===== config.mk =====
export PLATFORM = sky130hd
export DESIGN_NAME = sleep_plane_ctrl
export DESIGN_NICKNAME = d
export VERILOG_FILES = /design/src/rtl/sleep_plane_pkg.sv /design/src/rtl/sleep_seq_fsm.sv /design/src/rtl/slp_strobe_dec.sv /design/src/rtl/port_isolator.sv /design/src/rtl/sleep_plane_ctrl.sv
export SDC_FILE = /design/constraint.sdc
export NUM_CORES = 1
export LEC_CHECK = 0
export BUFFER_PORTS_ARGS = -buffer_cell sky130_fd_sc_hd__buf_2
export CAP_MARGIN = 25
export CORE_AREA = 2 2 39 41
export DETAILED_ROUTE_END_ITERATION = 16
export DIE_AREA = 0 0 41 43
export GPL_ROUTABILITY_DRIVEN = 0
export HOLD_SLACK_MARGIN = 0.1
export PLACE_DENSITY_LB_ADDON = 0.08
export SLEW_MARGIN = 25
export SYNTH_ARGS = -nofsm -noshare
export SYNTH_HDL_FRONTEND = slang
export SYNTH_SLANG_ARGS = --single-unit
export TNS_END_PERCENT = 1

===== constraint.sdc =====
create_clock -name clk -period 1.4 [get_ports clk]
set_input_delay 0.14 -clock clk [delete_from_list [all_inputs] [get_ports clk]]
set_output_delay 0.14 -clock clk [all_outputs]
set_load 0.05 [all_outputs]

===== src/rtl/sleep_plane_pkg.sv =====
package sleep_plane_pkg;

  typedef enum logic [1:0] {
    PWR_WORK = 2'd0,
    PWR_S1   = 2'd1,
    PWR_S3   = 2'd2,
    PWR_S4   = 2'd3
  } pwr_state_e;

  typedef enum logic [1:0] {
    SEQ_IDLE  = 2'd0,
    SEQ_ENTER = 2'd1,
    SEQ_EXIT1 = 2'd2,
    SEQ_EXIT2 = 2'd3
  } seq_state_e;

  typedef enum logic [1:0] {
    PORT_IDE = 2'd0,
    PORT_USB = 2'd1,
    PORT_AC  = 2'd2
  } port_kind_e;

  localparam int unsigned STROBE_N = 3;

endpackage


===== src/rtl/sleep_seq_fsm.sv =====
module sleep_seq_fsm
  import sleep_plane_pkg::*;
(
  input  logic       clk,
  input  logic       rst_n,
  input  logic       req_valid,
  input  pwr_state_e req_state,
  output pwr_state_e cur_state,
  output logic       iso_on,
  output logic       ack
);

  seq_state_e seq_q, seq_d;
  pwr_state_e cur_q, cur_d;
  pwr_state_e tgt_q, tgt_d;
  logic       iso_q, iso_d;
  logic       ack_q, ack_d;
  logic       accept;
  logic       tgt_en;

  assign accept = (seq_q == SEQ_IDLE) && req_valid && !ack_q;

  // next-state process
  always_comb begin
    seq_d  = seq_q;
    cur_d  = cur_q;
    tgt_d  = tgt_q;
    iso_d  = iso_q;
    ack_d  = 1'b0;
    tgt_en = 1'b0;
    unique case (seq_q)
      SEQ_IDLE: begin
        if (accept) begin
          if (req_state == cur_q) begin
            ack_d = 1'b1;
          end else if (cur_q == PWR_WORK) begin
            iso_d  = 1'b1;
            tgt_d  = req_state;
            tgt_en = 1'b1;
            seq_d  = SEQ_ENTER;
          end else if (req_state == PWR_WORK) begin
            cur_d = PWR_WORK;
            seq_d = SEQ_EXIT1;
          end else begin
            cur_d = req_state;
            ack_d = 1'b1;
          end
        end
      end
      SEQ_ENTER: begin
        cur_d = tgt_q;
        ack_d = 1'b1;
        seq_d = SEQ_IDLE;
      end
      SEQ_EXIT1: begin
        seq_d = SEQ_EXIT2;
      end
      SEQ_EXIT2: begin
        iso_d = 1'b0;
        ack_d = 1'b1;
        seq_d = SEQ_IDLE;
      end
      default: seq_d = SEQ_IDLE;
    endcase
  end

  // register process
  always_ff @(posedge clk or negedge rst_n) begin
    if (!rst_n) begin
      seq_q <= SEQ_IDLE;
      cur_q <= PWR_WORK;
      iso_q <= 1'b0;
      ack_q <= 1'b0;
    end else begin
      seq_q <= seq_d;
      cur_q <= cur_d;
      iso_q <= iso_d;
      ack_q <= ack_d;
    end
  end

  always_ff @(posedge clk or negedge rst_n) begin
    if (!rst_n) begin
      tgt_q <= PWR_WORK;
    end else if (tgt_en) begin
      tgt_q <= tgt_d;
    end
  end

  assign cur_state = cur_q;
  assign iso_on    = iso_q;
  assign ack       = ack_q;

  AST_ACK_SINGLE: assert property (@(posedge clk) disable iff (!rst_n)
    ack_q |=> !ack_q);

  AST_BUSY_DROPS_REQ: assert property (@(posedge clk) disable iff (!rst_n)
    (seq_q == SEQ_EXIT1) |=> (seq_q == SEQ_EXIT2) && iso_q);

  AST_SLEEP_NEEDS_ISO: assert property (@(posedge clk) disable iff (!rst_n)
    (cur_q != PWR_WORK) |-> iso_q);

endmodule


===== src/rtl/slp_strobe_dec.sv =====
module slp_strobe_dec
  import sleep_plane_pkg::*;
(
  input  pwr_state_e          depth,
  output logic [STROBE_N-1:0] strobe_n
);

  // strobe i is active for every depth at or beyond level i+1
  for (genvar i = 0; i < STROBE_N; i++) begin : g_lvl
    assign strobe_n[i] = !(depth > pwr_state_e'(i));
  end

endmodule


===== src/rtl/port_isolator.sv =====
module port_isolator
  import sleep_plane_pkg::*;
#(
  parameter port_kind_e KIND = PORT_IDE
) (
  input  logic iso_on,
  input  logic mode_sel,
  output logic oe,
  output logic dlow,
  output logic ibe
);

  if (KIND == PORT_IDE) begin : g_ide
    // mode_sel: 1 hold low, 0 float
    assign oe   = !iso_on || mode_sel;
    assign dlow = iso_on && mode_sel;
    assign ibe  = !iso_on;
  end else if (KIND == PORT_USB) begin : g_usb
    // mode_sel: wake enabled keeps the port live
    logic cut;
    assign cut  = iso_on && !mode_sel;
    assign oe   = !cut;
    assign dlow = 1'b0;
    assign ibe  = !cut;
  end else begin : g_ac
    logic unused_sel;
    assign unused_sel = mode_sel;
    assign oe   = 1'b1;
    assign dlow = iso_on;
    assign ibe  = !iso_on;
  end

  always_comb begin
    if (!ibe) begin
      AST_ISO_FLOAT_OR_LOW: assert (!oe || dlow);
    end
  end

endmodule


===== src/rtl/sleep_plane_ctrl.sv =====
module sleep_plane_ctrl
  import sleep_plane_pkg::*;
(
  input  logic       clk,
  input  logic       rst_n,
  input  logic       req_valid,
  input  logic [1:0] req_state,
  input  logic       usb_wake_en,
  input  logic       ide_lowdrv_cfg,
  output logic       slp1_n,
  output logic       slp3_n,
  output logic       slp4_n,
  output logic       ack,
  output logic       ide_oe,
  output logic       ide_dlow,
  output logic       ide_ibe,
  output logic       usb_oe,
  output logic       usb_dlow,
  output logic       usb_ibe,
  output logic       ac_oe,
  output logic       ac_dlow,
  output logic       ac_ibe
);

  pwr_state_e          cur_state;
  logic                iso_on;
  logic [STROBE_N-1:0] strobe_n;

  sleep_seq_fsm i_seq (
    .clk       (clk),
    .rst_n     (rst_n),
    .req_valid (req_valid),
    .req_state (pwr_state_e'(req_state)),
    .cur_state (cur_state),
    .iso_on    (iso_on),
    .ack       (ack)
  );

  slp_strobe_dec i_dec (
    .depth    (cur_state),
    .strobe_n (strobe_n)
  );

  assign slp1_n = strobe_n[0];
  assign slp3_n = strobe_n[1];
  assign slp4_n = strobe_n[2];

  port_isolator #(.KIND(PORT_IDE)) i_ide (
    .iso_on (iso_on), .mode_sel (ide_lowdrv_cfg),
    .oe (ide_oe), .dlow (ide_dlow), .ibe (ide_ibe)
  );

  port_isolator #(.KIND(PORT_USB)) i_usb (
    .iso_on (iso_on), .mode_sel (usb_wake_en),
    .oe (usb_oe), .dlow (usb_dlow), .ibe (usb_ibe)
  );

  port_isolator #(.KIND(PORT_AC)) i_ac (
    .iso_on (iso_on), .mode_sel (1'b0),
    .oe (ac_oe), .dlow (ac_dlow), .ibe (ac_ibe)
  );

  AST_NEST_DEEP: assert property (@(posedge clk) disable iff (!rst_n)
    !slp4_n |-> !slp3_n);

  AST_NEST_MID: assert property (@(posedge clk) disable iff (!rst_n)
    !slp3_n |-> !slp1_n);

  AST_ISO_BEFORE_STROBE: assert property (@(posedge clk) disable iff (!rst_n)
    $fell(slp1_n) |-> $past(!ac_ibe));

  AST_ISO_OUTLASTS_STROBE: assert property (@(posedge clk) disable iff (!rst_n)
    $rose(slp1_n) |=> !ac_ibe);

  AST_USB_WAKE_LIVE: assert property (@(posedge clk) disable iff (!rst_n)
    usb_wake_en |-> (usb_oe && usb_ibe && !usb_dlow));

  AST_AC_HELD_LOW: assert property (@(posedge clk) disable iff (!rst_n)
    !ac_ibe |-> (ac_oe && ac_dlow));

endmodule


==> impl_metrics.ini <==
[timing]
holdWs_ns = 0.2048
maxSlewViolCount = 0
finalHoldViolCount = 0
period_share_pct = 101.5
rsz0062_at_grt = yes
fin_crit_ns = 1.422
fin_setup_tns_ns = -0.03513
finClkSkew_ns = 0.005196
max_freq_mhz = 703.4
fin_ws_ns = -0.02166
setup_viol = 2

[worst_setup_path]
required_ns = 1.54
cp_num_buf_inv = 0
rr_endpoint = i_seq.tgt_q[0]
path_delay_family = simple AND/OR/NAND/NOR gates
cp_cell_sequence = nor4b_4 > nor3b_4 > mux2_4
end_kind = register
cp_slowest_cell = dfrtp_1
r2r_cells = 3
crit_fanout = 3
start_kind = register
cp.arrival_ns = 1.56
path_class = reg -> reg
worst_path_largest_cell_delay_ns = 0.40
rr_startpoint = i_seq.seq_q[0]
regToRegSetupSlack_ns = -0.02

[cells_and_area]
fillers = 138
n_antenna_cell = 0
nets = 79
fin_util_pct = 49.28
area_delta_synth_final_pct = 41.19
drive_above_1_share_pct = 54.93

[synthesis]
synth_commonest_cells = dfrtp_1, nand2b_1, buf_4
synth.distinct_cells = 22
yosys_warnings = 0
synth-seq-area-share_pct = 41.45
synth_most_common_cell = dfrtp_1
syn_area_um2 = 483.0
synth_compound_area_share_pct = 17.62
synth-xor-area-share_pct = 1.813
synth_top_family_by_area = simple AND/OR/NAND/NOR gates
yosys-top-cells-area = dfrtp_1, nand2b_1, buf_4, nor4b_4, mux2_2
ys_ff_latch = 8
synthMuxAreaShare_pct = 4.663
synthArstFlopShare_pct = 100.0
synth-edff-count = 0
synthesis.nets = 52
synth_cells = 45
syn_area_per_cell_um2 = 10.73
yosysTopAreaCell = dfrtp_1
synth_flop_cell = dfrtp_1
post_synth_and_or_nand_nor_area_fraction_pct = 24.35
synth_top_area_share_pct = 41.45
synth_fa_ha_area_share_pct = 0

[route]
drt-total-wl_um = 1031
wl_per_cell_um = 11.85
first_iter_violations = 6
dr.pass1.iters = 4
final_antenna_net_count = 0
post_drt_via_cell_ratio = 4.793
vias = 417
drc = 0

[floorplan]
num_rows = 14
die_area_mm2 = 0.001763
io_pins = 20
dieWidth_um = 41
die_h_um = 43
core-area_mm2 = 0.001384
initial_utilization_pct = 34.90

[global_routing]
antenna_found_initial = 0
grt_usage_pct = 14.33
grt_start_max_net_pins = 9
grt_pass1_wl_um = 1676
grt-ovfl-total = 0
grt_pass1_vias = 404

[place]
dp_hpwl_um = 842.8
port_buffers = 17

[clock_tree]
cts_tree = yes
numCtsBuffers = 3
numClockSinks = 8
cts_root_buffer = clkbuf_4
insertion_delay_ns = 0.25
clk_pin_slew_ns = 0.06
cts_max_path_buffers = 2
h-tree-depth = 1

[power]
ir_drop_mv = 1.060
powerDensity_mw_per_mm2 = 2705
power.leakage_nw = 0.3426

[flow_run]
cap_violations = 0

[hold_path]
min_from = req_state[1]
worstHoldEndpoint = i_seq.tgt_q[1]
hold_path.class = in -> reg
hold_depth = 2

[status]
outcome = finished, violations left
failed_checks = setup timing
sequential cells by signal, indices dropped and copies added, names as in the netlist:
name,count
i_seq.tgt_q,2
i_seq.cur_state,2
i_seq.ack,1
i_seq.seq_q,2
i_seq.iso_on,1
kinds of logic after synthesis:
| group | count (synthesis) |
|---|---|
| other | 2 |
| multiplexers | 2 |
| flip-flops | 8 |
| buffers and inverters | 7 |
| AND/OR/NAND/NOR | 15 |
| AO/OA/AOI/OAI | 10 |
| XOR/XNOR | 1 |
worst max path at each step:
| stage | start | endpoint | depth (start not counted) |
|---|---|---|---|
| 3_3_place_gp | i_seq.cur_state[0] | i_seq.tgt_q[1] | 3 |
| 6_report | i_seq.seq_q[0] | i_seq.tgt_q[0] | 3 |
| 3_5_place_dp | i_seq.seq_q[0] | i_seq.tgt_q[0] | 3 |
| 4_1_cts | i_seq.seq_q[0] | i_seq.tgt_q[0] | 3 |
| 5_1_grt | i_seq.seq_q[0] | i_seq.tgt_q[0] | 3 |
| 2_1_floorplan | i_seq.ack | i_seq.tgt_q[0] | 3 |
per-stage QoR:
stage | power (mW) | worst slack (ns) | instances | area [um^2]
6_report | 1.845 | -0.02166 | 87 | 681.9
5_1_grt | 1.972 | -0.08353 | 87 | 681.9
4_1_cts | 1.857 | -0.04019 | 87 | 675.6
3_5_place_dp | 1.604 | -0.02617 | 82 | 626.9
3_3_place_gp | 1.603 | -0.008711 | 82 | 626.9
2_1_floorplan | 1.303 | -0.2086 | 45 | 491.7
metal layers:
metal  routed length (um)  vias up  global-route usage, %
met5                    0        -                      0
met4                    0        0                  4.000
met3                   66        0                  4.712
met2                  521       15                  23.44
met1                  443      201                  16.99
li1                     -      201                      -
worst reg2reg max path, cell delays in order, from the launching register on:
cell and delay [ns]:
dfrtp_1 0.40, nor4b_4 0.29, nor3b_4 0.30, mux2_4 0.33
placed cells by master, fill, tap and decap left out:
cell type      netlist  routed
buf_2                0      16
dfrtp_1              8       7
a21o_1               1       1
a2bb2oi_2            0       1
nor3b_4              1       1
inv_1                3       2
dlygate4sd3_1        0       1
or2_4                0       1
buf_4                4       8
nor4b_4              1       1
o21ai_0              2       2
and2_1               1       1
buf_8                0       1
clkbuf_4             0       3
conb_1               2       2
inv_2                0       1
nor2b_1              2       2
nor2_1               2       2
o21ba_2              1       1
dfrtp_2              0       1
nand2_1              1       1
clkbuf_1             0       1
o221a_2              2       2
nand2b_1             5       5
a311o_1              2       2
a31oi_1              1       1
mux2_4               0       2
xnor2_1              1       1
and2b_1              1       1
final cells by class:
class | instances | area, um^2 | area share, %
multi-input combinational | 30 | 257.7 | 37.80
inverter | 3 | 11.26 | 1.651
timing repair buffer | 26 | 165.2 | 24.22
tap | 16 | 20.02 | 2.936
sequential | 8 | 201.4 | 29.54
clock buffer | 4 | 26.28 | 3.853
power breakdown:
part | total (mW) | switching (mW) | internal (mW)
clock network | 0.190 | 0.0809 | 0.109
registers | 0.429 | 0.0901 | 0.339
logic | 1.23 | 0.751 | 0.474
what timing repair did:
action                                  4_1_cts  5_1_grt
buffers inserted                              0        0
endpoints found under the setup margin        3        4
hold buffers                                  1        0
pin swaps                                     1        0
resized for setup                             5        1
endpoints found under the hold margin         8        0
(Power assumes the default switching activity.)
